## src/rtl/slot_loc_pkg.sv

```systemverilog
package slot_loc_pkg;
    localparam int EVT_W = 4;
    localparam int LOC_W = 32;

    typedef enum int unsigned {
        EV_BUTTON   = 0,
        EV_PRESENCE = 1,
        EV_PFAULT   = 2,
        EV_MRL      = 3
    } evt_kind_e;

    // events that may raise a system error
    localparam logic [EVT_W-1:0] SERR_CAPABLE =
        (EVT_W'(1) << EV_PFAULT) | (EVT_W'(1) << EV_MRL);

    typedef struct packed {
        logic intr;
        logic serr;
    } pend_t;

    function automatic logic any_live(input logic [EVT_W-1:0] lat,
                                      input logic [EVT_W-1:0] msk,
                                      input logic [EVT_W-1:0] sel);
        return |(lat & ~msk & sel);
    endfunction
endpackage

```

## src/rtl/slot_event_latch.sv

```systemverilog
module slot_event_latch
    import slot_loc_pkg::*;
#(
    parameter int W = EVT_W
) (
    input  logic         clk,
    input  logic         rst,
    input  logic [W-1:0] det,
    input  logic [W-1:0] clr,
    output logic [W-1:0] lat
);
    // detection wins over a clear in the same cycle
    always_ff @(posedge clk) begin
        if (rst) lat <= '0;
        else     lat <= (lat & ~clr) | det;
    end
endmodule

```

## src/rtl/slot_pending.sv

```systemverilog
module slot_pending
    import slot_loc_pkg::*;
(
    input  logic [EVT_W-1:0] lat,
    input  logic [EVT_W-1:0] int_msk,
    input  logic [EVT_W-1:0] serr_msk,
    output pend_t            pend
);
    always_comb begin
        pend.intr = any_live(lat, int_msk, '1);
        pend.serr = any_live(lat, serr_msk, SERR_CAPABLE);
    end
endmodule

```

## src/rtl/locator_compose.sv

```systemverilog
module locator_compose
    import slot_loc_pkg::*;
#(
    parameter int NUM_SLOTS = 7
) (
    input  logic [NUM_SLOTS-1:0] slot_int,
    input  logic [NUM_SLOTS-1:0] slot_serr,
    input  logic                 ctl_int,
    input  logic                 ctl_serr,
    output logic [LOC_W-1:0]     int_loc,
    output logic [LOC_W-1:0]     serr_loc
);
    localparam int PAD_W = LOC_W - NUM_SLOTS - 1;

    always_comb begin
        int_loc  = {{PAD_W{1'b0}}, slot_int,  ctl_int};
        serr_loc = {{PAD_W{1'b0}}, slot_serr, ctl_serr};
    end
endmodule

```

## src/rtl/slot_event_locator.sv

```systemverilog
module slot_event_locator
    import slot_loc_pkg::*;
#(
    parameter int NUM_SLOTS = 7,
    localparam int EV_TOTAL = NUM_SLOTS * EVT_W
) (
    input  logic                clk,
    input  logic                rst,
    input  logic [EV_TOTAL-1:0] evt_det,
    input  logic [EV_TOTAL-1:0] evt_clr,
    input  logic [EV_TOTAL-1:0] evt_int_mask,
    input  logic [EV_TOTAL-1:0] evt_serr_mask,
    input  logic                cmd_done,
    input  logic                cmd_int_mask,
    input  logic                arb_timeout,
    input  logic                arb_serr_mask,
    output logic [EV_TOTAL-1:0] evt_latch,
    output logic [LOC_W-1:0]    int_locator,
    output logic [LOC_W-1:0]    serr_locator,
    output logic                int_req,
    output logic                serr_req
);
    logic [NUM_SLOTS-1:0] slot_int;
    logic [NUM_SLOTS-1:0] slot_serr;

    for (genvar s = 0; s < NUM_SLOTS; s++) begin : g_slot
        pend_t pend;

        slot_event_latch #(.W(EVT_W)) u_latch (
            .clk (clk),
            .rst (rst),
            .det (evt_det[s*EVT_W +: EVT_W]),
            .clr (evt_clr[s*EVT_W +: EVT_W]),
            .lat (evt_latch[s*EVT_W +: EVT_W])
        );

        slot_pending u_pend (
            .lat      (evt_latch[s*EVT_W +: EVT_W]),
            .int_msk  (evt_int_mask[s*EVT_W +: EVT_W]),
            .serr_msk (evt_serr_mask[s*EVT_W +: EVT_W]),
            .pend     (pend)
        );

        assign slot_int[s]  = pend.intr;
        assign slot_serr[s] = pend.serr;
    end

    locator_compose #(.NUM_SLOTS(NUM_SLOTS)) u_compose (
        .slot_int  (slot_int),
        .slot_serr (slot_serr),
        .ctl_int   (cmd_done & ~cmd_int_mask),
        .ctl_serr  (arb_timeout & ~arb_serr_mask),
        .int_loc   (int_locator),
        .serr_loc  (serr_locator)
    );

    always_ff @(posedge clk) begin
        if (rst) begin
            int_req  <= 1'b0;
            serr_req <= 1'b0;
        end else begin
            int_req  <= |int_locator;
            serr_req <= |serr_locator;
        end
    end
endmodule

```

## config.mk

```make
export PLATFORM = sky130hd
export DESIGN_NAME = slot_event_locator
export DESIGN_NICKNAME = d
export VERILOG_FILES = /design/src/rtl/slot_loc_pkg.sv /design/src/rtl/slot_event_latch.sv /design/src/rtl/slot_pending.sv /design/src/rtl/locator_compose.sv /design/src/rtl/slot_event_locator.sv
export SDC_FILE = /design/constraint.sdc
export NUM_CORES = 1
export LEC_CHECK = 0
export BUFFER_PORTS_ARGS = -buffer_cell sky130_fd_sc_hd__buf_2
export CORE_AREA = 2 2 82 84
export CTS_BUF_LIST = sky130_fd_sc_hd__clkbuf_8
export CTS_CLUSTER_DIAMETER = 80
export DETAILED_ROUTE_END_ITERATION = 8
export DIE_AREA = 0 0 84 86
export HOLD_SLACK_MARGIN = 0.06
export PLACE_DENSITY = 0.73
export RECOVER_POWER = 25
export REMOVE_ABC_BUFFERS = 1
export SLEW_MARGIN = 25
export SYNTH_ARGS = -nofsm -noshare
export SYNTH_HDL_FRONTEND = slang
export SYNTH_HIERARCHICAL = 1
export SYNTH_SLANG_ARGS = --single-unit
```

## constraint.sdc

```tcl
create_clock -name clk -period 2.1 [get_ports clk]
set_clock_uncertainty 0.15 [all_clocks]
set_input_delay 0 -clock clk [delete_from_list [all_inputs] [get_ports clk]]
set_output_delay 0 -clock clk [all_outputs]
set_load 0.005 [all_outputs]
```

Word level (Yosys, flattened, before mapping)
Cells that the tools add are included.
- bits in read-only memories: 0
- RAM bits: 0
- output and inout port bits: 94
- memories kept: 0
- bits in registers: 30
- latch bits: 0
- bitwise logic cells: 53
- equal/unequal tests: 0
- add/sub/neg operators: 0
- div/mod/pow operators: 0
- mux-type cells: 0
- shifts and indexed selects: 0
- reduce and logical (&&, ||, !) cells: 16
- magnitude comparators: 0
- multiply operators: 0
- operators with widths (operator ; number):
    $and 4x4->4 ; 21
    $not 4->4 ; 21
    $reduce_or 29->1 ; 1
    $or 4x4->4 ; 7
    $reduce_or 4->1 ; 7
    $reduce_or 15->1 ; 1
    $reduce_or 2->1 ; 7
    $and 1x1->1 ; 2
    $not 1->1 ; 2

Logic depth before layout (Yosys ltp)
Gate-level depths: netlist of the first run.
- depth in word-level cells: 3
- mapped depth: 6

Hierarchy
The synthesis of the first run kept the hierarchy.
- modules (own cells, without submodules) (module ; cells each ; area each (µm²) ; instances):
    slot_event_latch ; 16 ; 140.1 ; 7
    locator_compose ; 65 ; 484.2 ; 1
    slot_pending ; 7 ; 47.5 ; 7
    slot_event_locator ; 26 ; 197.7 ; 1

Worst setup path before layout of the first run
No wires, ideal clock.
- kind: register -> register
- from: register g_slot[5].u_latch.lat[2]
- to: register int_req
- arrival: 1.130 ns
- path slack: 0.704 ns
- required time: 1.834 ns
- buffers on the path: 1
- stages on the path, launching flop included: 7
- cells stage by stage: dfxtp_1 -> nand2b_1 -> o2111ai_2 -> buf_4 -> nor4_1 -> and4_1 -> a21oi_1
- longest elaborated chain between the ends: 2
- ends and longest elaborated chain (element ; RTL line ; RTL):
    from (decl) ; slot_event_latch.sv:10 ; output logic [W-1:0] lat
    from (signal assigned) ; slot_event_latch.sv:15 ; else lat <= (lat & ~clr) | det;
    $and 4x4->4 ; slot_loc_pkg.sv:24 ; return |(lat & ~msk & sel);
    $reduce_or 29->1 ; slot_event_locator.sv:62 ; int_req <= |int_locator;
    to (signal assigned) ; slot_event_locator.sv:62 ;
    to (decl) ; slot_event_locator.sv:20 ; output logic int_req,
Every way passes these cells.
A chain may end at the register's enable or synchronous reset.

Final worst setup path of the first run
- from: register g_slot[0].u_latch.lat[3]
- to: register serr_req
- longest elaborated chain between the ends: 2
- ends and longest elaborated chain (element ; RTL line ; RTL):
    from (decl) ; slot_event_latch.sv:10 ;
    from (signal assigned) ; slot_event_latch.sv:15 ;
    $and 4x4->4 ; slot_loc_pkg.sv:24 ;
    $reduce_or 15->1 ; slot_event_locator.sv:63 ; serr_req <= |serr_locator;
    to (signal assigned) ; slot_event_locator.sv:63 ;
    to (decl) ; slot_event_locator.sv:21 ; output logic serr_req
Every way passes these cells.

==> results by group, run 1 <==
Outcome
  • Outcome: finished, final reports clean

Clock network
  • CTS clk-pin slew, worst paths: 0.07 ns
  • # Post-CTS Setup Buffers: 0
  • Clk root buf: clkbuf_8
  • CTS Buf Count: 5
  • Post-CTS Resized: 0
  • # hold bufs at CTS: 56
  • Clk sink count: 30
  • CTS HTree Levels: 2
  • Clock tree from TritonCTS: built
  • Clk buf depth: 2
  • Clk_lat worst skew: 0.27 ns

Yosys
  • Dominant cell type by area after synthesis: dfxtp_1
  • Netlist cell types: 11
  • Cell area after synthesis: 1996 µm²
  • Top post-synthesis cells by area: dfxtp_1, buf_4, nand2b_1
  • Syn_area_per_cell: 7.919 µm²
  • Post-synth top area share: 30.09%
  • #FFs+latches synth: 30
  • Mapped Cells: 252
  • Sequential area share after synthesis: 30.09%
  • Ys Warns: 6

Floorplan
  • Row cnt: 29
  • Core footprint: 6277 µm²
  • Die area: 7224 µm²
  • Num ports: 212
  • Initial Utilization: 31.79%
  • Die Y-Extent: 86 µm
  • Chip width: 84 µm

Global routing
  • Pin count of the biggest net entering global routing: 31
  • First-pass GRT wire length: 10.14 mm
  • Initial antenna violation count: 0
  • Gr ovfl total: 0
  • Tot GR Track Use: 17.65%
  • Vias in the first global route: 2380

Critical path
  • Startpoint class of the critical path: flop
  • Critical-path cell list: inv_1, o22ai_1, nor4_1, and4_1, a21oi_1
  • Crit Path Max Fanout: 3
  • Critical path class: reg -> reg
  • CP endpoint kind: flop
  • Worst path arrival time: 1.71 ns
  • Slowest stage delay, CP: 0.56 ns
  • Worst path required time: 2.08 ns
  • Critical Path Slowest Stage Cell: nor4_1

Timing
  • Setup Viol. Count Final: 0
  • RSZ-0062 raised after global routing: no
  • Total negative setup slack: 0 ns
  • Max-slew violations: 0
  • Worst-margin pin slew: 0.6337 ns
  • Final Cycle Share: 82.17%
  • Final Hold Vio Count: 0
  • Slew headroom: 57.76%
  • FMAX: 0.5795 GHz
  • Final worst path period need: 1.726 ns

Routing
  • Routed Wire Length: 6.672 mm
  • Initial DRC Count: 36
  • Via count: 2205
  • Via/cell ratio: 4.200
  • WL/cell: 12.71 µm
  • Final routed DRC violation total: 0
  • Final ANT Viol Nets: 0
  • First-pass DRT Iterations: 4

Run
  • Maxcap violations: 0

Layout
  • Layout cell share with drive strength beyond 1: 33.93%
  • Final instance area: 3172 µm²
  • Ant. Diodes: 0
  • Nets: 565
  • Non-filler cells, final: 525
  • Synthesis-to-layout area growth: 58.93%

Placed design
  • Placed cell areas: 2534 µm²
  • DP Cell Count: 461
  • RePlAce Congestion: 0.7612
  • Number of port buffers: 149
  • Hpwl dp: 4.800 mm

Power and ir drop
  • Peak supply drop: 258.4 µV
  • Lkg Pwr: 1.706 nW
  • Pwr per Cell Area: 487.9 nW/µm²

Min path
  • Hold Path Class: in -> out
-- cells in the final DEF, fill, tap and decap left out --
master and instances:
o2111ai_2 7, conb_1 48, and4_1 4, o22ai_1 7, inv_1 43, nand2b_1 49
dfxtp_1 30, clkbuf_1 11, clkinv_2 1, a21oi_1 30, clkbuf_8 6, buf_2 136
dlygate4sd3_1 56, nor2b_1 2, nor4_1 16, clkbuf_2 2
-- cells by family (layout without fill, tap and decap cells) --
kind of cell,count (synthesis),count (layout),share of synthesized area [%]
AO/OA/AOI/OAI,44,44,14.98
buffers and inverters,106,255,31.97
flip-flops,30,30,30.09
other,1,48,0.1879
AND/OR/NAND/NOR,71,71,22.76
-- layout make-up --
cell class | instances | area, µm²
fillers | 593 | 3105
repair buffers | 205 | 1292
multi-input cells | 163 | 933.4
flip-flops and latches | 30 | 600.6
inverters | 42 | 157.7
well taps | 77 | 96.34
clock buffers | 6 | 82.58
clock inverters | 2 | 8.758
-- sequential cells by signal (all words and copies together) (netlist names) --
register and count:
g_slot.u_latch/lat 28, int_req 1, serr_req 1
-- cell usage after synthesis, drive strengths merged --
master   count
nor2b        2
o2111ai      7
conb         1
dfxtp       30
and4         4
nand2b      49
o22ai        7
buf         64
a21oi       30
nor4        16
inv         42
-- path summary, 6_finish.rpt --
check | from | cells past startpoint | slack [ns] | endpoint
worst max-delay path | g_slot[0].u_latch/lat[3]$_SDFF_PP0_ | 5 | 0.37 | serr_req$_SDFF_PP0_
worst min-delay path | cmd_int_mask | 3 | 0.08 | int_locator[0]
worst max register to register | g_slot[0].u_latch/lat[3]$_SDFF_PP0_ | 5 | 0.37 | serr_req$_SDFF_PP0_
worst min register to register | g_slot[3].u_latch/lat[0]$_SDFF_PP0_ | 5 | 0.75 | int_req$_SDFF_PP0_
-- worst max-delay path, delay by kind of cell (launching register included) --
kind | cells | cell delay [ns]
AOI/OAI and AO/OA | 2 | 0.18
and+or+nand+nor | 2 | 0.84
DFF | 1 | 0.33
buffers and inverters | 1 | 0.09
-- power breakdown --
group	total (mW)	switching, mW	internal [mW]
logic	0.427	0.185	0.242
clock network	0.484	0.225	0.260
registers	0.636	0.0295	0.607
total	1.55	0.439	1.11
-- layer usage --
layer	global-route usage, %	vias to the layer above	wire length, µm
met3	5.197	12	557
met1	16.36	967	2280
met4	6.598	0	121
met2	36.00	126	3712
li1	-	1100	-
met5	0	-	0
-- metrics by stage --
step	utilization (%)	worst slack (ns)	power, mW	hold slack (ns)
6_report	50.53	0.3743	1.548	0.07705
3_3_place_gp	40.36	0.3840	0.9700	0.08264
3_5_place_dp	40.36	0.3697	0.9771	0.08602
2_1_floorplan	-	0.7940	0.7877	-0.1125
5_1_grt	50.53	0.3126	1.638	0.07899
4_1_cts	50.75	0.3511	1.555	0.08741
Note: power is estimated with default switching activity, not from simulation.
==> run 2: changes to the inputs <==
==> constraint.sdc (replaced) <==
create_clock -name clk -period 1.7 [get_ports clk]
set_clock_uncertainty 0.15 [all_clocks]
set_input_delay 0 -clock clk [delete_from_list [all_inputs] [get_ports clk]]
set_output_delay 0 -clock clk [all_outputs]
set_load 0.005 [all_outputs]
==> run 2 against run 1 <==
  * Combinational power up 28%
  * Design area up 2.1%
  * Hold slack better by 0.015 ns
  * Die area unchanged
  * Maximum frequency up 8.8%
  * Routed wire length about the same
  * Critical endpoint is now int_req$_SDFF_PP0_
  * Final cell count up 0.57%
  * Sequential power up 24%
  * Sequential share of layout area down 0.39 points
  * Clock power up 44%
  * Register-to-register slack worse by 0.26 ns
==> results by group, run 2 (same netlist as run 1, synthesis figures left out) <==
Outcome
  • Outcome: finished, final reports clean

Routing
  • First-pass DRT Iterations: 7
  • Routed Wire Length: 6.676 mm
  • Final routed DRC violation total: 0
  • WL/cell: 12.64 µm
  • Initial DRC Count: 50
  • Via/cell ratio: 4.273
  • Via count: 2256
  • Final ANT Viol Nets: 0

Power and ir drop
  • Overall power: 2.027 mW
  • Pwr per Cell Area: 626.0 nW/µm²
  • Lkg Pwr: 1.737 nW
  • Peak supply drop: 303.6 µV

Layout
  • Top flop regs: g_slot.u_latch/lat (28), int_req (1), serr_req (1)
  • Largest Register: g_slot.u_latch/lat
  • Reg area: 600.6 µm²
  • Layout cell share with drive strength beyond 1: 35.03%
  • Most common cell after layout, fill and taps aside: buf_2
  • Nets: 568
  • Fillers: 586
  • Non-filler cells, final: 528
  • Ant. Diodes: 0
  • Max reg flops: 28
  • Area of the multi-input gates: 960.9 µm²
  • Finished Core Util: 51.58%
  • Synthesis-to-layout area growth: 62.26%
  • Most frequent cells in the layout: buf_2, dlygate4sd3_1, nand2b_1, conb_1, inv_1
  • Final instance area: 3238 µm²

Placed design
  • DP Cell Count: 464
  • Placed cell areas: 2556 µm²
  • Hpwl dp: 4.943 mm
  • Number of port buffers: 149
  • RePlAce Congestion: 0.7529

Critical path
  • Crit Path Max Fanout: 4
  • Startpoint class of the critical path: flop
  • Slowest stage delay, CP: 0.34 ns
  • Worst path arrival time: 1.57 ns
  • CP endpoint kind: flop
  • Critical Path Slowest Stage Cell: dfxtp_1
  • Critical path class: reg -> reg
  • Critical-path cell list: nand2b_1, o2111ai_2, nor4_4, buf_4, and4_1, a21oi_1
  • Worst path required time: 1.68 ns

Global routing
  • Met3 GRT Util: 5.486%
  • First-pass GRT wire length: 10.31 mm
  • Vias in the first global route: 2375
  • Met1 usage in global routing: 16.31%
  • Initial antenna violation count: 0
  • Pin count of the biggest net entering global routing: 31
  • Gr ovfl total: 0
  • Tot GR Track Use: 17.96%
  • Met2 Track Usage GR: 37.24%
  • Grt peak-use layer: met2

Timing
  • Final Cycle Share: 93.29%
  • Setup Viol. Count Final: 0
  • Total negative setup slack: 0 ns
  • Slew headroom: 60.11%
  • Final worst path period need: 1.586 ns
  • Max-slew violations: 0
  • Final Hold Vio Count: 0
  • RSZ-0062 raised after global routing: no
  • FMAX: 0.6305 GHz
  • Worst-margin pin slew: 0.5984 ns

Clock network
  • CTS clk-pin slew, worst paths: 0.07 ns
  • Clk root buf: clkbuf_8
  • Clk_lat worst skew: 0.28 ns
  • Clk buf depth: 2
  • Clock tree from TritonCTS: built
  • CTS Buf Count: 5
  • Clk sink count: 30
  • CTS HTree Levels: 2
  • # Post-CTS Setup Buffers: 0

Floorplan
  • Num ports: 212
  • Row cnt: 29
  • Core footprint: 6277 µm²
  • Initial Utilization: 31.79%
  • Die Y-Extent: 86 µm
  • Die area: 7224 µm²
  • Chip width: 84 µm

Min path
  • Hold Path Class: in -> out

Run
  • Maxcap violations: 0
[run 2: cell types whose count changed in the layout (fill, tap and decap cells not counted), sizes merged]
cell and delta:
buf +4, clkinv -1, inv +1, bufinv +1, clkbuf -2
[run 2: worst max-delay path: cells and delay by family (launching register included)]
kind,cells,cell delay [ns]
buffers and inverters,1,0.14
AOI/OAI and AO/OA,2,0.24
DFF,1,0.34
and+or+nand+nor,3,0.56
[run 2: what timing repair did]
| action | 4_1_cts | 5_1_grt |
|---|---|---|
| setup endpoints to repair | 1 | 2 |
| endpoints found under the hold margin | 28 | 0 |
| pin swaps | 0 | 1 |
| hold buffers | 56 | 0 |
| gates resized for setup | 2 | 2 |
[run 2: path summary, 6_finish.rpt]
| path | start | slack, ns | endpoint | cells past startpoint |
|---|---|---|---|---|
| worst min register to register | g_slot[0].u_latch/lat[0]$_SDFF_PP0_ | 0.76 | int_req$_SDFF_PP0_ | 5 |
| worst min-delay path | cmd_int_mask | 0.09 | int_locator[0] | 3 |
| worst max-delay path | g_slot[3].u_latch/lat[2]$_SDFF_PP0_ | 0.11 | int_req$_SDFF_PP0_ | 6 |
| worst max register to register | g_slot[3].u_latch/lat[2]$_SDFF_PP0_ | 0.11 | int_req$_SDFF_PP0_ | 6 |
[run 2: through the flow]
step           setup WS [ns]  hold slack [ns]
2_1_floorplan         0.3940          -0.1125
3_3_place_gp        -0.08951          0.08312
3_5_place_dp        -0.09490          0.09024
4_1_cts              0.03863          0.09301
5_1_grt             0.009736           0.1087
6_report              0.1140          0.09227
[run 2: final cells by class]
type	instances	area share, %
inverter	42	4.869
timing repair buffer	208	40.65
tap	77	2.975
multi-input combinational	163	29.68
clock buffer	5	2.125
sequential	30	18.55
clock inverter	3	1.159
[run 2: layer usage]
layer | part of all wire [%] | routed length (µm)
met5 | 0 | 0
met4 | 1.7 | 115
met3 | 8.5 | 566
met2 | 56 | 3754
met1 | 34 | 2240
[run 2: where the power goes]
part / leakage (nW) / internal, mW / switching (mW)
clock network: 0.0607 / 0.426 / 0.268
logic: 1.42 / 0.310 / 0.237
registers: 0.251 / 0.750 / 0.0362
==> run 3: changes to the inputs <==
--- a/config.mk
+++ b/config.mk
@@ -11,6 +11,7 @@
 export CTS_CLUSTER_DIAMETER = 80
 export DETAILED_ROUTE_END_ITERATION = 8
 export DIE_AREA = 0 0 84 86
+export GPL_TIMING_DRIVEN = 0
 export HOLD_SLACK_MARGIN = 0.06
 export PLACE_DENSITY = 0.73
 export RECOVER_POWER = 25
==> constraint.sdc (replaced) <==
create_clock -name clk -period 1.6 [get_ports clk]
set_clock_uncertainty 0.15 [all_clocks]
set_input_delay 0 -clock clk [delete_from_list [all_inputs] [get_ports clk]]
set_output_delay 0 -clock clk [all_outputs]
set_load 0.005 [all_outputs]
==> run 3 against run 2 <==
  * Hold slack lost 0.0079 ns
  * Non-clock buffer count decreased by 3
  * Sequential share of layout area increased by 0.094 points
  * Sequential cell count is the same
  * Highest routed layer unchanged
  * Power grew 0.55%
  * Combinational power rose by 6.0%
  * Register-to-register slack lost 0.07 ns
  * Via count fell by 0.53%
  * Utilization is 0.26 points lower
  * Largest cell class unchanged
  * Global-route usage is 0.58 points lower
  * Critical endpoint unchanged
==> results by group, run 3 (same netlist as run 1, synthesis figures left out) <==
Layout
  • Top flop regs: g_slot.u_latch/lat (28), int_req (1), serr_req (1)
  • Most frequent cells in the layout: buf_2, dlygate4sd3_1, nand2b_1, conb_1, inv_1
  • Largest Register: g_slot.u_latch/lat
  • Nets: 565
  • Layout cell share with drive strength beyond 1: 35.94%
  • Ant. Diodes: 0
  • Max reg flops: 28
  • Most common cell after layout, fill and taps aside: buf_2
  • Synthesis-to-layout area growth: 61.44%
  • Final instance area: 3222 µm²

Clock network
  • # Post-CTS Setup Buffers: 0
  • Clk_lat worst skew: 0.28 ns
  • Clk buf depth: 2
  • Clock tree from TritonCTS: built
  • CTS HTree Levels: 2
  • Clk sink count: 30
  • CTS Buf Count: 5
  • CTS clk-pin slew, worst paths: 0.06 ns
  • Clk root buf: clkbuf_8

Power and ir drop
  • Pwr per Cell Area: 632.7 nW/µm²
  • Psw: 0.5760 mW
  • Overall power: 2.038 mW
  • Lkg Pwr: 1.724 nW
  • Power Internal: 1.462 mW
  • Peak supply drop: 352.7 µV
  • Comb power frac: 28.5%
  • Part of the power in registers: 41.0%
  • Sw frac: 28.26%
  • Clock network fraction of total power: 30.5%

Placed design
  • Placed cell areas: 2534 µm²
  • Number of port buffers: 149
  • Hpwl dp: 4.821 mm
  • Dpl ws: -0.1589 ns
  • RePlAce Congestion: 0.7644

Floorplan
  • Die Y-Extent: 86 µm
  • Chip width: 84 µm
  • Num ports: 212
  • Die area: 7224 µm²
  • Row cnt: 29
  • Initial Utilization: 31.79%
  • Core footprint: 6277 µm²

Timing
  • Max-slew violations: 0
  • FMAX: 0.6444 GHz
  • Setup Viol. Count Final: 0
  • WHS: 0.08436 ns
  • Final Hold Vio Count: 0
  • Setup WS post-layout: 0.04825 ns
  • Total negative setup slack: 0 ns
  • Worst-margin pin slew: 0.6074 ns
  • Final Cycle Share: 96.98%
  • Slew headroom: 59.51%
  • Final worst path period need: 1.552 ns
  • RSZ-0062 raised after global routing: yes

Global routing
  • Pin count of the biggest net entering global routing: 31
  • First-pass GRT wire length: 9.970 mm
  • Gr ovfl total: 0
  • Met3 GRT Util: 4.716%
  • Met2 Track Usage GR: 34.91%
  • Met1 usage in global routing: 16.61%
  • Vias in the first global route: 2258
  • Initial antenna violation count: 0
  • Tot GR Track Use: 17.38%
  • Grt peak-use layer: met2

Routing
  • Via count: 2244
  • Via/cell ratio: 4.274
  • Final ANT Viol Nets: 0
  • Final routed DRC violation total: 0
  • First-pass DRT Iterations: 6
  • Routed Wire Length: 6.610 mm
  • Initial DRC Count: 38
  • WL/cell: 12.59 µm

Critical path
  • Critical path class: reg -> reg
  • Startpoint class of the critical path: flop
  • CP endpoint kind: flop
  • Reg2Reg Launch Point: g_slot[2].u_latch/lat[3]$_SDFF_PP0_
  • Worst path required time: 1.58 ns
  • Worst path arrival time: 1.53 ns
  • Setup crit start: g_slot[2].u_latch/lat[3]$_SDFF_PP0_
  • Crit Path Max Fanout: 3

Min path
  • Hold Path Class: in -> out
  • Hold_sp: cmd_int_mask

Run
  • Maxcap violations: 0

Outcome
  • Outcome: finished, final reports clean
## run 3: cell types whose count changed in the layout (fill, tap and decap cells not counted), sizes merged
cell,change
inv,-1
clkinv,+1
clkbuf,-1
buf,-1
bufinv,-1
## run 3: metrics by stage
| stage | util (%) | cells |
|---|---|---|
| 3_5_place_dp | 40.36 | 461 |
| 3_3_place_gp | 40.36 | 461 |
| 5_1_grt | 51.33 | 525 |
| 6_report | 51.33 | 525 |
| 4_1_cts | 51.19 | 525 |
| 2_1_floorplan | - | 235 |
## run 3: power by group through the flow
stage                     clock (mW)  combinational (mW)  sequential [mW]
after floorplan                    0               0.183            0.851
after global placement             0               0.423            0.849
after detailed placement           0               0.431            0.851
after CTS                      0.653               0.558            0.835
after global routing           0.685               0.633            0.844
final                          0.622               0.580            0.837
## run 3: what timing repair did
| action | 4_1_cts | 5_1_grt |
|---|---|---|
| hold buffers | 56 | 0 |
| pin swaps | 0 | 4 |
| endpoints found under the hold margin | 28 | 0 |
| gates resized for setup | 4 | 3 |
| endpoints found under the setup margin | 2 | 2 |
## run 3: area by class of cell
| class | count | area (µm²) |
|---|---|---|
| inverters | 42 | 157.7 |
| clock buffers | 6 | 82.58 |
| repair buffers | 205 | 1296 |
| well taps | 77 | 96.34 |
| multi-input cells | 163 | 979.7 |
| flip-flops and latches | 30 | 600.6 |
| clock inverters | 2 | 8.758 |
| fillers | 596 | 3055 |
## run 3: final timing paths
path         slack, ns                  to  depth (start not counted)
min reg2reg       0.77  int_req$_SDFF_PP0_                          5
min               0.08      int_locator[0]                          3
max               0.05  int_req$_SDFF_PP0_                          5
max reg2reg       0.05  int_req$_SDFF_PP0_                          5
## run 3: layer usage
metal	vias to the layer above	share of wire, %
li1	1101	-
met1	1010	34
met2	120	56
met3	13	7.4
met4	0	2.6
met5	-	0
## run 3: critical path, stage by stage (launching register included)
cell and delay [ns]:
dfxtp_1 0.34, inv_1 0.11, o2111ai_2 0.21, nor4_2 0.31, and4_1 0.23, a21oi_1 0.06
